===== src/rtl/evmap_pkg.sv =====
`timescale 1ns/1ps
// evmap_pkg: shared encodings for the event steering table.
// Assumes event identifiers are {type[3:0], code[15:0]}.
package evmap_pkg;
    localparam int EV_W = 20;

    localparam logic [EV_W-1:0] EV_CYCLES     = 20'h00001;
    localparam logic [EV_W-1:0] EV_INSTR      = 20'h00002;
    localparam logic [EV_W-1:0] EV_DTLB_RD_MS = 20'h10019;
    localparam logic [EV_W-1:0] EV_DTLB_WR_MS = 20'h1001B;
    localparam logic [EV_W-1:0] EV_ITLB_MS    = 20'h10021;

    // Decision taken for one write.
    typedef enum logic [1:0] {
        OP_NONE    = 2'd0,
        OP_UNMAP   = 2'd1,
        OP_INSTALL = 2'd2,
        OP_REJECT  = 2'd3
    } wr_op_e;

    // True for the identifiers the table accepts.
    function automatic logic is_known_event(input logic [EV_W-1:0] ev);
        return (ev == EV_CYCLES) || (ev == EV_INSTR) ||
               (ev == EV_DTLB_RD_MS) || (ev == EV_DTLB_WR_MS) ||
               (ev == EV_ITLB_MS);
    endfunction
endpackage


===== src/rtl/evmap_match.sv =====
`timescale 1ns/1ps
// evmap_match: compares one key against every entry.
// Returns the hit and the counter of the lowest matching entry.
// Assumes at most one valid entry holds a given key.
module evmap_match
    import evmap_pkg::*;
#(
    parameter int ENTRIES = 4,
    parameter int CW      = 5
) (
    input  logic [ENTRIES-1:0]           ent_valid,
    input  logic [ENTRIES-1:0][EV_W-1:0] ent_event,
    input  logic [ENTRIES-1:0][CW-1:0]   ent_ctr,
    input  logic [EV_W-1:0]              key,
    output logic                         hit,
    output logic [CW-1:0]                ctr
);
    // Scan the entries from high to low so the lowest match wins.
    always_comb begin
        hit = 1'b0;
        ctr = '0;
        for (int i = ENTRIES - 1; i >= 0; i--) begin
            if (ent_valid[i] && ent_event[i] == key) begin
                hit = 1'b1;
                ctr = ent_ctr[i];
            end
        end
    end
endmodule


===== src/rtl/evmap_first_free.sv =====
`timescale 1ns/1ps
// evmap_first_free: finds the lowest-numbered unused entry.
// Assumes SW is wide enough to number ENTRIES slots.
module evmap_first_free #(
    parameter int ENTRIES = 4,
    parameter int SW      = 2
) (
    input  logic [ENTRIES-1:0] ent_valid,
    output logic               any_free,
    output logic [SW-1:0]      slot
);
    // Priority encode the free entries with the lowest index winning.
    always_comb begin
        any_free = 1'b0;
        slot     = '0;
        for (int i = ENTRIES - 1; i >= 0; i--) begin
            if (!ent_valid[i]) begin
                any_free = 1'b1;
                slot     = SW'(i);
            end
        end
    end
endmodule


===== src/rtl/evmap_wr_check.sv =====
`timescale 1ns/1ps
// evmap_wr_check: classifies a write as install, release, ignore or refuse.
// Assumes key_hit and any_free reflect the table before the write commits.
module evmap_wr_check
    import evmap_pkg::*;
#(
    parameter int NUM_CTRS = 32,
    parameter int CW       = 5
) (
    input  logic                wr_en,
    input  logic [CW-1:0]       wr_ctr,
    input  logic [63:0]         wr_value,
    input  logic [NUM_CTRS-1:0] avail_mask,
    input  logic                key_hit,
    input  logic                any_free,
    output wr_op_e              op
);
    localparam int FIRST_PROG = 3;

    logic ctr_ok;

    // A target must be programmable, in range and marked available.
    always_comb begin
        ctr_ok = (int'(wr_ctr) >= FIRST_PROG) && (int'(wr_ctr) < NUM_CTRS) &&
                 avail_mask[wr_ctr];
    end

    // Decide the action, checks ordered by precedence.
    always_comb begin
        if (!wr_en)                              op = OP_NONE;
        else if (!ctr_ok)                        op = OP_REJECT;
        else if (wr_value == 64'd0)              op = OP_UNMAP;
        else if (key_hit)                        op = OP_NONE;
        else if (!is_known_event(wr_value[EV_W-1:0])) op = OP_REJECT;
        else if (!any_free)                      op = OP_REJECT;
        else                                     op = OP_INSTALL;
    end
endmodule


===== src/rtl/evmap_store.sv =====
`timescale 1ns/1ps
// evmap_store: the entry registers of the table.
// Installs into one chosen slot, or clears every entry that targets a counter.
// Assumes op is OP_INSTALL only when ins_slot is free.
module evmap_store
    import evmap_pkg::*;
#(
    parameter int ENTRIES = 4,
    parameter int CW      = 5,
    parameter int SW      = 2
) (
    input  logic                          clk,
    input  logic                          rst_n,
    input  wr_op_e                        op,
    input  logic [SW-1:0]                 ins_slot,
    input  logic [EV_W-1:0]               ins_event,
    input  logic [CW-1:0]                 tgt_ctr,
    output logic [ENTRIES-1:0]            ent_valid,
    output logic [ENTRIES-1:0][EV_W-1:0]  ent_event,
    output logic [ENTRIES-1:0][CW-1:0]    ent_ctr
);
    for (genvar g = 0; g < ENTRIES; g++) begin : g_ent
        // Hold one assignment: reset, install, or release by counter.
        always_ff @(posedge clk) begin
            if (!rst_n) begin
                ent_valid[g] <= 1'b0;
                ent_event[g] <= '0;
                ent_ctr[g]   <= '0;
            end else if (op == OP_INSTALL && ins_slot == SW'(g)) begin
                ent_valid[g] <= 1'b1;
                ent_event[g] <= ins_event;
                ent_ctr[g]   <= tgt_ctr;
            end else if (op == OP_UNMAP && ent_valid[g] && ent_ctr[g] == tgt_ctr) begin
                ent_valid[g] <= 1'b0;
            end
        end
    end
endmodule


===== src/rtl/evmap_table.sv =====
`timescale 1ns/1ps
// evmap_table: event-to-counter steering table with write checking,
// single-cycle lookup, and cycle/instruction counter queries.
// Assumes NUM_CTRS is a power of two so CW numbers every counter.
module evmap_table
    import evmap_pkg::*;
#(
    parameter int NUM_CTRS = 32,
    parameter int ENTRIES  = 4,
    parameter int CW       = $clog2(NUM_CTRS)
) (
    input  logic                clk,
    input  logic                rst_n,
    input  logic [NUM_CTRS-1:0] avail_mask,
    input  logic                wr_en,
    input  logic [CW-1:0]       wr_ctr,
    input  logic [63:0]         wr_value,
    output logic                wr_err,
    input  logic [EV_W-1:0]     lk_event,
    output logic                lk_hit,
    output logic [CW-1:0]       lk_ctr,
    input  logic [CW-1:0]       q_ctr,
    output logic                q_is_cycles,
    output logic                q_is_instr
);
    localparam int SW = (ENTRIES > 1) ? $clog2(ENTRIES) : 1;
    localparam logic [CW-1:0] FIX_CYC = CW'(0);
    localparam logic [CW-1:0] FIX_INS = CW'(2);

    logic [ENTRIES-1:0]           ent_valid;
    logic [ENTRIES-1:0][EV_W-1:0] ent_event;
    logic [ENTRIES-1:0][CW-1:0]   ent_ctr;
    logic                         key_hit;
    logic [CW-1:0]                key_ctr;
    logic                         any_free;
    logic [SW-1:0]                free_slot;
    wr_op_e                       op;
    logic                         cyc_hit, ins_hit;
    logic [CW-1:0]                cyc_ctr, ins_ctr;

    evmap_store #(.ENTRIES(ENTRIES), .CW(CW), .SW(SW)) store_i (
        .clk(clk), .rst_n(rst_n), .op(op), .ins_slot(free_slot),
        .ins_event(wr_value[EV_W-1:0]), .tgt_ctr(wr_ctr),
        .ent_valid(ent_valid), .ent_event(ent_event), .ent_ctr(ent_ctr)
    );

    evmap_first_free #(.ENTRIES(ENTRIES), .SW(SW)) free_i (
        .ent_valid(ent_valid), .any_free(any_free), .slot(free_slot)
    );

    evmap_match #(.ENTRIES(ENTRIES), .CW(CW)) m_wr_i (
        .ent_valid(ent_valid), .ent_event(ent_event), .ent_ctr(ent_ctr),
        .key(wr_value[EV_W-1:0]), .hit(key_hit), .ctr(key_ctr)
    );

    evmap_match #(.ENTRIES(ENTRIES), .CW(CW)) m_lk_i (
        .ent_valid(ent_valid), .ent_event(ent_event), .ent_ctr(ent_ctr),
        .key(lk_event), .hit(lk_hit), .ctr(lk_ctr)
    );

    evmap_match #(.ENTRIES(ENTRIES), .CW(CW)) m_cyc_i (
        .ent_valid(ent_valid), .ent_event(ent_event), .ent_ctr(ent_ctr),
        .key(EV_CYCLES), .hit(cyc_hit), .ctr(cyc_ctr)
    );

    evmap_match #(.ENTRIES(ENTRIES), .CW(CW)) m_ins_i (
        .ent_valid(ent_valid), .ent_event(ent_event), .ent_ctr(ent_ctr),
        .key(EV_INSTR), .hit(ins_hit), .ctr(ins_ctr)
    );

    evmap_wr_check #(.NUM_CTRS(NUM_CTRS), .CW(CW)) chk_wr_i (
        .wr_en(wr_en), .wr_ctr(wr_ctr), .wr_value(wr_value),
        .avail_mask(avail_mask), .key_hit(key_hit), .any_free(any_free),
        .op(op)
    );

    // Flag a refused write in the cycle it is presented.
    always_comb wr_err = (op == OP_REJECT);

    // Answer the counter-role queries from fixed indices and the table.
    always_comb begin
        q_is_cycles = (q_ctr == FIX_CYC) || (cyc_hit && cyc_ctr == q_ctr);
        q_is_instr  = (q_ctr == FIX_INS) || (ins_hit && ins_ctr == q_ctr);
    end

    logic unused_key;
    always_comb unused_key = ^key_ctr;
endmodule


===== config.mk =====
export PLATFORM = sky130hd
export DESIGN_NAME = evmap_table
export DESIGN_NICKNAME = d
export VERILOG_FILES = /design/src/rtl/evmap_pkg.sv /design/src/rtl/evmap_match.sv /design/src/rtl/evmap_first_free.sv /design/src/rtl/evmap_wr_check.sv /design/src/rtl/evmap_store.sv /design/src/rtl/evmap_table.sv
export SDC_FILE = /design/constraint.sdc
export NUM_CORES = 1
export LEC_CHECK = 0
export BUFFER_PORTS_ARGS = -buffer_cell sky130_fd_sc_hd__buf_2
export CAP_MARGIN = 5
export CORE_ASPECT_RATIO = 1.4
export CORE_MARGIN = 2
export CORE_UTILIZATION = 45
export DETAILED_ROUTE_END_ITERATION = 8
export PLACE_DENSITY = 0.67
export SLEW_MARGIN = 10
export SYNTH_ARGS = -nofsm -noshare
export SYNTH_HDL_FRONTEND = slang
export SYNTH_SLANG_ARGS = --single-unit

===== constraint.sdc =====
create_clock -name clk -period 4.35 [get_ports clk]
set_clock_uncertainty 0.15 [all_clocks]
set_input_delay 0.2175 -clock clk [delete_from_list [all_inputs] [get_ports clk]]
set_output_delay 0.2175 -clock clk [all_outputs]
set_load 0.01 [all_outputs]

Word-level counts from Yosys, hierarchy flattened
Cells that the tools add are included.
- logic and storage cells: 144
- flip-flop bits (word level): 104
- output and inout bits: 9
- input bits: 129
- muxes and demuxes: 52
- equal/unequal tests: 34
- magnitude comparators: 2
- reductions and logical operators: 44
- operator list (kind ; number):
    $eq 20x20->1 ; 8
    $eq 20x1->1 const B ; 5
    $eq 20x2->1 const B ; 5
    $logic_not 64->1 ; 1
    $eq 20x17->1 const B ; 3
    $mux 5 ; 12
    $logic_and 1x1->1 ; 31
    $eq 5x5->1 ; 6
    $mux 1 ; 30
    $mux 2 ; 9
    $eq 2x2->1 const B ; 4
    $reduce_bool 2->1 ; 4
    $logic_or 1x1->1 ; 6
    $lt 5x6->1 const B ; 1
    $bmux 1 s5 ; 1
    $eq 5x2->1 const B ; 1
    $ge 5x2->1 const B ; 1
    $logic_not 5->1 ; 1
    $eq 2x1->1 const B ; 2
    $logic_not 2->1 ; 1

Logic depth before layout (Yosys ltp)
Gate-level depths: netlist (run 1).
- depth in word-level cells: 15
- depth in mapped cells: 11

Modules after synthesis
Synthesis (run 1) repeated with hierarchy kept, for this count alone.
- cells, all modules: 1190
- area total of the unflattened synthesis: 9414.0 um^2
- modules (own cells, without submodules) (module ; instances ; area an instance (um^2) ; sequential area each (um^2) ; cells each):
    evmap_match ; 4 ; 1141.1 ; 0.0 ; 151
    evmap_store ; 1 ; 4136.5 ; 2082.0 ; 485
    evmap_wr_check ; 1 ; 538.0 ; 0.0 ; 77
    evmap_table ; 1 ; 146.4 ; 0.0 ; 19
    evmap_first_free ; 1 ; 28.8 ; 0.0 ; 5

Worst setup path after synthesis (run 1)
OpenSTA, ideal clock, no wires.
- path kind: register -> output
- start point: register store_i.ent_event[59] in the netlist's numbering
- end point: output q_is_instr
- stages on the path, launching flop included: 10
- buffers on the path: 1
- slack: 1.506 ns
- arrival time: 2.477 ns
- cells stage by stage: dfxtp_1 nor4b_1 and4_1 buf_2 a211oi_1 or4_1 and3_1 a2111oi_0 nand3b_1 a31oi_1
- cells in the longest elaborated chain, start to end: 8
- RTL lines (what ; RTL line ; source):
    start: declaration ; evmap_store.sv:19 ; output logic [ENTRIES-1:0][EV_W-1:0] ent_event,
    start signal: indexed assignment ; evmap_store.sv:31 ; ent_event[g] <= ins_event;
    $eq 20x2->1 * ; evmap_match.sv:23 ; if (ent_valid[i] && ent_event[i] == key) begin
    $logic_and 1x1->1 * ; evmap_match.sv:23 ;
    $mux 5 (3 in a row) ; evmap_match.sv:23 ;
    $eq 5x5->1 ; evmap_table.sv:83 ; q_is_instr = (q_ctr == FIX_INS) || (ins_hit && ins_ctr == q_ctr);
    $logic_and 1x1->1 * ; evmap_table.sv:83 ;
    $logic_or 1x1->1 * ; evmap_table.sv:83 ;
    end: declaration ; evmap_table.sv:24 ; output logic q_is_instr
Mark *: on every way between the ends. The rest lies on a longest branch, timed or not.

Worst setup path after layout (run 1)
- start point: register store_i.ent_event[3] in the netlist's numbering
- end point: output q_is_instr
- cells in the longest elaborated chain, start to end: 6
- RTL lines (what ; RTL line):
    $eq 20x2->1 * ; evmap_match.sv:23
    $logic_and 1x1->1 * ; evmap_match.sv:23
    $mux 5 ; evmap_match.sv:23
    $eq 5x5->1 ; evmap_table.sv:83
    $logic_and 1x1->1 * ; evmap_table.sv:83
    $logic_or 1x1->1 * ; evmap_table.sv:83
Marked as above.

==> reports/qor.yml, run 1 <==
status: "completed"
cts_root_buf: "clkbuf_16"
ys_types: 55
grt_setup_unrepaired: "no"
postSynth.asyncResetShare_pct: 0
grt_max_degree: 46
synth-seq-cells: 104
synthTopCellsByArea: "dfxtp_1 (29%), xnor2_1 (13%), xor2_1 (9.0%)"
final_common_cell: "buf_2"
fin_setup_tns_ns: 0
clkPwrFrac_pct: 41.1
synth_largest_area_cell: "dfxtp_1"
p_comb_share_pct: 12.9
arrival_ns: 3.40
postCtsHoldBufs: 0
grt_pass1_vias: 6434
cts_resized: 0
start_util_pct: 45.98
ys_warn_count: 0
drcViolationCount: 0
cts_tree: "built"
cts_made_buffers: 9
hold_class: "in -> reg"
synth_top_area_share_pct: 29.01
grt.total_usage_pct: 28.31
dp.cells: 1105
antennaDiodeCount: 0
slew_headroom_pct: 34.47
p_sw_uw: 529.3
syn_nets: 964
r2r_slack_ns: 1.30
dr_total_vias: 6684
postCtsSetupBuffers: 0
start_kind: "flop"
port_buffers: 134
setup_ws_ns: 0.5817
routed_via_density: 5.963
powerDensity_nw_per_um2: 253.0
nets: 1049
gr-total-overflow: 0
worst-path-max-fanout: 7
dpl.hpwl_mm: 18.14
clock_sinks: 104
synth-main-ff-cell: "dfxtp_1"
peakVddDrop_uv: 292.7
die_area_um2: 16990
row_count: 54
layout-drive-gt1-share_pct: 20.22
drv_cap: 0
clock_latency_ns: 0.36
die_y_um: 153.4
core_um2: 15610
worstSetupPathType: "reg -> out"
layout.cells.non_filler: 1121
grt_antenna_before_repair: 0
cp-startpoint: "store_i.ent_event[3]"
ctsHtreeMaxLevel: 3
reg2regPathDepth: 9
layout_min_cycle_time_ns: 3.768
fmax_mhz: 265.4
intPower_uw: 1536
place_congestion: 0.9948
p_leak_uw: 0.003363
synth.yosys.seq_area_share_pct: 29.01
fill_cells: 1512
period_share_pct: 86.63
syn_inst: 835
clk_pin_slew_worst_paths_ns: 0.07
synth-edff-count: 0
whs_endpoint: "store_i.ent_ctr[19]"
synth_area_um2: 7177
io_pins: 138
regArea_um2: 2082
clockBufferDepth: 2
pre_cts_slack_ns: 1.008
tightest_slew_ns: 0.9740
wl_mm: 24.03
dieWidth_um: 110.7
crit_required_ns: 3.98
area_growth_pct: 13.76
wire_per_inst_um: 21.43
min_path_cells: 3
multi_input_area_um2: 4752
ant_nets: 0
r2r_end: "store_i.ent_event[29]"
hold_viol_final: 0
endpoint_kind: "primary output"
syn_avg_cell_area_um2: 8.595
grt_pass1_wl_mm: 37.37
reg2reg_from: "store_i.ent_event[67]"
hp-start: "wr_ctr[4]"
power_frac_seq_pct: 46.1
firstDrtPassIters: 5
drv_slew: 0
drtIter0Drc: 492
setup_violations: 0
p_sw_share_pct: 25.63
most-common-layout-cells: "buf_2 (134), xnor2_1 (110), dfxtp_1 (104)"
-- logic make-up after synthesis --
family,count (synthesis),share of synthesized area [%]
AOI/OAI and AO/OA,58,5.962
DFF,104,29.01
muxes,65,10.83
xor gates and xnor gates,184,22.45
buffers and inverters,79,4.847
and+or+nand+nor,345,26.90
-- metrics by stage --
stage / power (uW) / hold slack [ns] / instance area (um2) / util [%]
final: 2065 / 0.1562 / 8164 / 52.31
after detailed placement: 1234 / 0.3625 / 7859 / 50.35
after global routing: 2124 / 0.1635 / 8164 / 52.31
after floorplan: 1136 / 0.3175 / 7177 / -
after global placement: 1232 / 0.3579 / 7859 / 50.35
after CTS: 2065 / 0.1437 / 8164 / 52.31
-- cell usage after synthesis, types with 2 or more instances --
library cell  count
xnor2_1         110
dfxtp_1         104
nand2_1          79
xor2_1           74
and3_1           62
nor4_1           60
clkbuf_1         51
mux2i_1          45
nand3_1          35
nand4_1          33
nor3_1           20
nor2_1           15
mux2_2           11
inv_1             9
mux4_2            9
buf_2             8
nand2b_1          7
o21ai_0           7
or4_1             7
a31oi_1           6
a21boi_1          5
a21oi_1           5
a311oi_1          5
buf_1             5
buf_6             5
nor4b_1           5
or3_1             5
a211oi_1          4
o2111ai_1         4
o31ai_1           4
o41ai_1           4
nor2b_1           3
o32ai_1           3
a221oi_1          2
and4_1            2
o31a_1            2
or2_2             2
-- power groups by stage --
stage	Sequential [uW]	Combinational, uW	Clock (uW)
after floorplan	973	163	0
after global placement	973	258	0
after detailed placement	973	261	0
after CTS	951	262	852
after global routing	951	283	890
final	951	266	848
-- how the worst max path moves through the flow --
stage | end | cells after the start
2_1_floorplan | q_is_instr | 9
3_3_place_gp | store_i.ent_event[27] | 8
3_5_place_dp | store_i.ent_event[25] | 9
4_1_cts | q_is_instr | 9
5_1_grt | q_is_instr | 9
6_report | q_is_instr | 9
-- per-layer routing --
metal	GRT usage, %	up-vias	part of all wire, %
met2	48.82	263	49
met5	0	-	0
met1	34.98	3179	41
met3	4.282	71	5.8
li1	-	3171	-
met4	12.26	0	4.4
-- critical path, stage by stage, from the launching register on --
cell,delay (ns)
dfxtp_1,0.38
nor4_1,0.63
nand3_1,0.32
or2_0,0.43
o2111ai_1,0.18
nand3_1,0.09
a2111oi_0,0.55
nand3b_1,0.14
a31oi_1,0.18
buf_2,0.14
-- final cells by class --
cell class | instances | share of cell area [%]
tap | 196 | 3.004
timing repair buffer | 144 | 9.134
clock inverter | 5 | 0.7663
inverter | 9 | 0.4138
multi-input combinational | 652 | 58.21
clock buffer | 11 | 2.973
sequential | 104 | 25.50
-- registers in the layout, indices dropped and copies added, names as in the netlist --
| register | cells |
|---|---|
| store_i.ent_ctr | 20 |
| store_i.ent_event | 80 |
| store_i.ent_valid | 4 |
No activity file was read; power rests on OpenSTA's default activity.
==> run 2, diff against run 1 <==
--- a/config.mk
+++ b/config.mk
@@ -5,13 +5,14 @@
 export SDC_FILE = /design/constraint.sdc
 export NUM_CORES = 1
 export LEC_CHECK = 0
+export ABC_AREA = 1
 export BUFFER_PORTS_ARGS = -buffer_cell sky130_fd_sc_hd__buf_2
 export CAP_MARGIN = 5
 export CORE_ASPECT_RATIO = 1.4
 export CORE_MARGIN = 2
 export CORE_UTILIZATION = 45
 export DETAILED_ROUTE_END_ITERATION = 8
-export PLACE_DENSITY = 0.67
+export PLACE_DENSITY = 0.66
 export SLEW_MARGIN = 10
 export SYNTH_ARGS = -nofsm -noshare
 export SYNTH_HDL_FRONTEND = slang
==> run 2 against run 1 <==
  * Clock power is 2% lower
  * Worst setup slack better by 0.29 ns
  * Wire length grew 85%
  * Largest power group unchanged
  * Non-clock buffer count fell by 4
==> reports/qor.yml, run 2 <==
status: "completed"
wl_mm: 44.43  # +85%
routedLengthMet1_mm: 15.78  # +61%
cts_made_buffers: 9  # unchanged
core_um2: 19220  # +23%
synth-edff-count: 0  # unchanged
finalPower_uw: 2176  # +5.3%
drcViolationCount: 0  # unchanged
synth-main-ff-cell: "dfxtp_1"
setup.worst_path.end: "q_is_cycles"
synth-seq-cells: 104  # unchanged
gr-total-overflow: 0  # unchanged
row_count: 60  # +11%
io_pins: 138  # unchanged
layout-drive-gt1-share_pct: 10.18  # -10 points
ctsHtreeMaxLevel: 3  # unchanged
clk_pin_slew_worst_paths_ns: 0.08  # about the same
top_register: "store_i.ent_event"
arrival_ns: 3.11  # -0.29 ns
grt_setup_unrepaired: "no"
antennaDiodeCount: 0  # unchanged
cp-startpoint: "store_i.ent_event[40]"
place_congestion: 1.180  # +19%
postSynth.asyncResetShare_pct: 0  # unchanged
syn_inst: 1624  # +94%
start_kind: "flop"
synth_common_cells: "nand2_1 (511), nor2_1 (261), inv_1 (239), nand3_1 (129), dfxtp_1 (104)"
tightest_slew_ns: 0.8448  # -0.1292 ns
wire_per_inst_um: 22.59  # +5.4%
drtIter0Drc: 1562  # +220%
reg2regPathDepth: 15  # +6
grt_antenna_before_repair: 0  # unchanged
p_leak_uw: 0.005185  # +54%
dieWidth_um: 122.4  # +11%
synth_area_um2: 8835  # +23%
r2r_end: "store_i.ent_event[24]"
cts_resized: 0  # unchanged
crit_required_ns: 3.98  # about the same
clock_latency_ns: 0.37  # about the same
slew_headroom_pct: 43.25  # +8.8 points
endpoint_kind: "primary output"
dr_wl_met2_mm: 19.93  # +69%
pre_cts_slack_ns: 0.9535  # -0.05474 ns
highest_layer: "met4"
postCtsSetupBuffers: 0  # unchanged
die_area_um2: 20790  # +22%
dpl.hpwl_mm: 34.11  # +88%
yosysMostFrequentCell: "nand2_1"
dpl_cell_area_um2: 9559  # +22%
ys_types: 35  # -36%
fin_setup_tns_ns: 0  # unchanged
firstDrtPassIters: 6  # +1
reg_top3: "store_i.ent_event: 80 flops, store_i.ent_ctr: 20 flops, store_i.ent_valid: 4 flops"
ant_nets: 0  # unchanged
period_share_pct: 79.92  # -6.7 points
peakVddDrop_uv: 191.4  # -35%
design_area_um2: 9838  # +21%
hp-start: "wr_ctr[4]"
grt_pass1_vias: 10842  # +69%
synth_largest_area_cell: "dfxtp_1"
most-common-layout-cells: "nand2_1 (511), nor2_1 (261), inv_1 (239)"
grt_pass1_wl_mm: 65.58  # +75%
reg2reg_from: "store_i.ent_event[47]"
synth_top_area_share_pct: 23.57  # -5.4 points
synthTopCellsByArea: "dfxtp_1 (24%), nand2_1 (22%), nor2_1 (11%)"
setup_ws_ns: 0.8733  # +0.2916 ns
final_common_cell: "nand2_1"
setup_violations: 0  # unchanged
hold_viol_final: 0  # unchanged
r2r_slack_ns: 0.98  # -0.32 ns
worstSetupPathType: "reg -> out"
layout_min_cycle_time_ns: 3.477  # -0.2916 ns
port_buffers: 137  # +2.2%
hold_class: "in -> reg"
multi_input_area_um2: 5528  # +16%
postCtsHoldBufs: 0  # unchanged
area_growth_pct: 11.36
syn_avg_cell_area_um2: 5.440  # -37%
fill_cells: 2207  # +46%
grt_max_degree: 60  # +30%
routed_via_density: 5.862  # -1.7%
synth.yosys.seq_area_share_pct: 23.57  # -5.4 points
die_y_um: 169.8  # +11%
dr_wl_met3_mm: 4.578  # +230%
whs_ns: 0.08274  # -0.07349 ns
start_util_pct: 45.97  # about the same
fmax_mhz: 287.6  # +8.4%
nets: 1843  # +76%
cts_tree: "built"
clock_sinks: 104  # unchanged
drv_cap: 0  # unchanged
dr_total_vias: 11530  # +73%
worst-path-max-fanout: 7  # unchanged
powerDensity_nw_per_um2: 221.1  # -13%
grt.total_usage_pct: 43.09  # +15 points
syn_nets: 1753  # +82%
largest_reg_flops: 80  # unchanged
clockBufferDepth: 2  # unchanged
regArea_um2: 2082  # unchanged
ys_warn_count: 0  # unchanged
cts_root_buf: "clkbuf_16"
drv_slew: 0  # unchanged
-- run 2: changes by cell type in the layout (fill, tap and decap cells not counted), sizes merged, moves of 82 or more --
cell	before	now
xnor2	110	28
inv	11	251
nor2	15	263
nand3	35	131
nand2	79	515
-- run 2: kinds of logic (layout without fill, tap and decap cells) --
kind of cell	count (synthesis)	in the layout	synth area share [%]
buffers and inverters	309	404	13.86
AND/OR/NAND/NOR	1015	1015	48.29
flip-flops	104	104	23.57
XOR/XNOR	42	42	4.164
AO/OA/AOI/OAI	154	154	10.11
-- run 2: per-layer routing --
metal / up-vias / track usage, %
li1: 5317 / -
met1: 5174 / 49.28
met2: 785 / 69.93
met3: 254 / 9.711
met4: 0 / 30.83
met5: - / 0
-- run 2: worst min-delay path by stage --
stage | to | depth (start not counted)
after global routing | store_i.ent_ctr[4] | 3
after global placement | store_i.ent_event[29] | 2
final | store_i.ent_ctr[4] | 3
after detailed placement | store_i.ent_event[29] | 2
after floorplan | store_i.ent_event[68] | 2
after CTS | store_i.ent_ctr[4] | 3
-- run 2: metrics by stage --
step	std cells	utilization (%)
final	1967	51.19
after global routing	1967	51.19
after CTS	1967	51.19
after detailed placement	1951	49.74
after global placement	1951	49.74
after floorplan	1624	-
-- run 2: layout make-up --
type / instances / area share (%)
Clock buffer: 9 / 2.289
Multi-Input combinational cell: 1211 / 56.19
Clock inverter: 7 / 0.5469
Sequential cell: 104 / 21.16
Tap cell: 248 / 3.154
Inverter: 248 / 9.462
Timing Repair Buffer: 140 / 7.198
-- run 2: worst max-delay path, cell delays in order, from the launching register on --
cell and delay, ns:
dfxtp_1 0.41, inv_1 0.18, nor3_1 0.73, nand4_1 0.41
o21ai_0 0.36, nand2_1 0.09, nand2_1 0.08, nand2_1 0.07
xor2_1 0.13, nand3_1 0.08, nand2_1 0.06, buf_2 0.14
-- run 2: report_power, final --
group,internal (uW),switching (uW)
logic,118,272
clock network,396,439
registers,951,0.00512
==> run 3, diff against run 2 <==
==> constraint.sdc (replaced) <==
create_clock -name clk -period 3.2 [get_ports clk]
set_clock_uncertainty 0.15 [all_clocks]
set_input_delay 0.16 -clock clk [delete_from_list [all_inputs] [get_ports clk]]
set_output_delay 0.16 -clock clk [all_outputs]
set_load 0.01 [all_outputs]
==> run 3 against run 2 <==
  * Cell area increased by 2.1%
  * Total power increased by 38%
  * Sequential power increased by 36%
  * Count of clock-buffer cells in the layout unchanged
==> reports/qor.yml, run 3 (synthesis gave the netlist of run 2 again) <==
reg2regPathDepth: 15  # unchanged
gr-total-overflow: 0  # unchanged
crit_cells: 15  # +4
whs_endpoint: "store_i.ent_ctr[4]"
grt_pass1_vias: 10954  # +1.0%
drv_slew: 0  # unchanged
p_sw_uw: 989.0  # +39%
grt.total_usage_pct: 41.93  # -1.2 points
regArea_um2: 2082  # unchanged
antennaDiodeCount: 0  # unchanged
power_frac_seq_pct: 43.1  # -0.6 points
top_register: "store_i.ent_event"
multi_input_area_um2: 5558  # +0.54%
period_share_pct: 94.16
arrival_ns: 2.70  # -0.41 ns
drtIter0Drc: 1255  # -20%
r2r_slack_ns: 0.21  # -0.77 ns
hold_viol_final: 0  # unchanged
cts_root_buf: "clkbuf_16"
setup_violations: 0  # unchanged
wl_mm: 42.94  # -3.3%
firstDrtPassIters: 6  # unchanged
place_congestion: 1.080  # -8.4%
ctsHtreeMaxLevel: 3  # unchanged
worst-path-max-fanout: 6  # -1
drcViolationCount: 0  # unchanged
endpoint_kind: "primary output"
cts_tree: "built"
cp_slowest_stage_delay_ns: 0.40  # -0.33 ns
worstSetupPathType: "reg -> out"
wire_per_inst_um: 21.61  # -4.3%
powerDensity_nw_per_um2: 298.6  # +35%
p_comb_share_pct: 17.4  # -0.5 points
layout-drive-gt1-share_pct: 11.62  # +1.4 points
die_y_um: 169.8  # unchanged
layout_min_cycle_time_ns: 3.013
crit_top_cell: "nand2_1"
hold_class: "in -> reg"
r2r_end: "store_i.ent_event[24]"
most-common-layout-cells: "nand2_1 (511), nor2_1 (257), inv_1 (238)"
grt_setup_unrepaired: "no"
postCtsHoldBufs: 0  # unchanged
dpl.hpwl_mm: 34.06  # -0.15%
crit_family: "simple AND/OR/NAND/NOR gates"
reg2reg_from: "store_i.ent_event[7]"
grt_antenna_before_repair: 0  # unchanged
final_common_cell: "nand2_1"
crit_required_ns: 2.89  # -1.09 ns
final_util_pct: 52.29  # +1.1 points
clk_pin_slew_worst_paths_ns: 0.08  # about the same
start_util_pct: 45.97  # unchanged
nets: 1863  # +1.1%
cts_made_buffers: 9  # unchanged
die_area_um2: 20790  # unchanged
peakVddDrop_uv: 275.6  # +44%
dieWidth_um: 122.4  # unchanged
clock_latency_ns: 0.38  # about the same
grt_max_degree: 99  # +65%
port_buffers: 137  # unchanged
status: "completed"
row_count: 60  # unchanged
fin_setup_tns_ns: 0  # unchanged
hp-start: "wr_ctr[4]"
grt_pass1_wl_mm: 64.20  # -2.1%
core_um2: 19220  # unchanged
critical_path.n_buffers_inverters: 2  # unchanged
p_leak_uw: 0.005295  # +2.1%
crit_slowest_cell: "dfxtp_1"
fmax_mhz: 331.9
routed_via_density: 5.744  # -2.0%
ant_nets: 0  # unchanged
dr_total_vias: 11413  # -1.0%
min_path_cells: 3  # unchanged
drv_cap: 0  # unchanged
largest_reg_flops: 80  # unchanged
clock_sinks: 104  # unchanged
tightest_slew_ns: 0.5061  # -0.3387 ns
start_kind: "flop"
intPower_uw: 2012  # +37%
area_growth_pct: 13.75
reg_top3: "store_i.ent_event: 80 flops, store_i.ent_ctr: 20 flops, store_i.ent_valid: 4 flops"
clkPwrFrac_pct: 39.5  # +1.1 points
slew_headroom_pct: 66.00  # +23 points
clockBufferDepth: 2  # unchanged
p_sw_share_pct: 32.96  # +0.28 points
fill_cells: 2137  # -3.2%
io_pins: 138  # unchanged
crit_chain: "inv_1 > nand4_1 > or2_2 > nor2_2 > nand3_1 > nand2_1 > nand2_1 > nand2_1 > nand2_1 > nand2_1 > nand2_1 > nor2_1 > nand3_1 > nand2_1 > buf_2"
==> run 3: changes by cell type in the layout (fill, tap and decap cells not counted), sizes merged <==
| cell | change |
|---|---|
| clkinvlp | -1 |
| inv | +1 |
| buf | +20 |
==> run 3: per-stage QoR <==
step / instance area (um2) / total power, uW / setup slack (ns) / cells / hold WS [ns]
floorplan: 8835 / 1592 / 1.143 / 1624 / 0.2385
global placement: 9707 / 1823 / 0.2874 / 1969 / 0.3066
detailed placement: 9707 / 1821 / 0.3449 / 1969 / 0.3130
CTS: 10000 / 2976 / 0.02531 / 1985 / 0.01021
global route: 10050 / 3075 / 0.02023 / 1987 / 0.04364
finish: 10050 / 3001 / 0.1868 / 1987 / 0.02091
==> run 3: final cells by class <==
type	count	area share [%]
Multi-Input combinational cell	1211	55.30
Sequential cell	104	20.72
Inverter	248	9.263
Timing Repair Buffer	160	8.665
Tap cell	248	3.088
Clock buffer	9	2.241
Clock inverter	7	0.7221
==> run 3: power by group through the flow <==
stage	combinational (uW)	sequential, uW	clock, uW
finish	522	1290	1190
global route	556	1290	1230
CTS	501	1290	1180
detailed placement	498	1320	0
global placement	500	1320	0
floorplan	269	1320	0
==> run 3: worst reg2reg max path: stages, from the launching register on <==
cell,delay (ns)
dfxtp_1,0.47
inv_1,0.21
nand2_1,0.21
o21ai_0,0.12
nor2_1,0.09
nand2_1,0.09
nor2_1,0.10
nand3_1,0.17
nand2_1,0.10
nor2_1,0.05
nand2_1,0.05
nand3_1,0.12
nor2_4,0.23
nand2_2,0.33
o21ai_0,0.34
nor2_1,0.06
==> run 3: how the worst max path moves through the flow <==
stage	endpoint	from	slack [ns]
2_1_floorplan	store_i.ent_event[3]	store_i.ent_event[20]	1.14
3_3_place_gp	store_i.ent_event[23]	store_i.ent_event[7]	0.29
3_5_place_dp	store_i.ent_event[23]	store_i.ent_event[7]	0.34
4_1_cts	q_is_instr	store_i.ent_event[76]	0.03
5_1_grt	q_is_cycles	store_i.ent_event[73]	0.02
6_report	q_is_cycles	store_i.ent_event[73]	0.19
==> run 3: timing repair <==
action                     4_1_cts  5_1_grt
resized for setup                0        9
setup buffers                    0        2
setup endpoints to repair        0        7
==> run 3: layer usage <==
layer  track usage [%]  vias up  routed length [um]
li1                  -     5351                   -
met1             46.42     5061               15080
met2             69.88      761               19840
met3             7.191      240                4000
met4             33.28        0                4020
met5                 0        -                   0
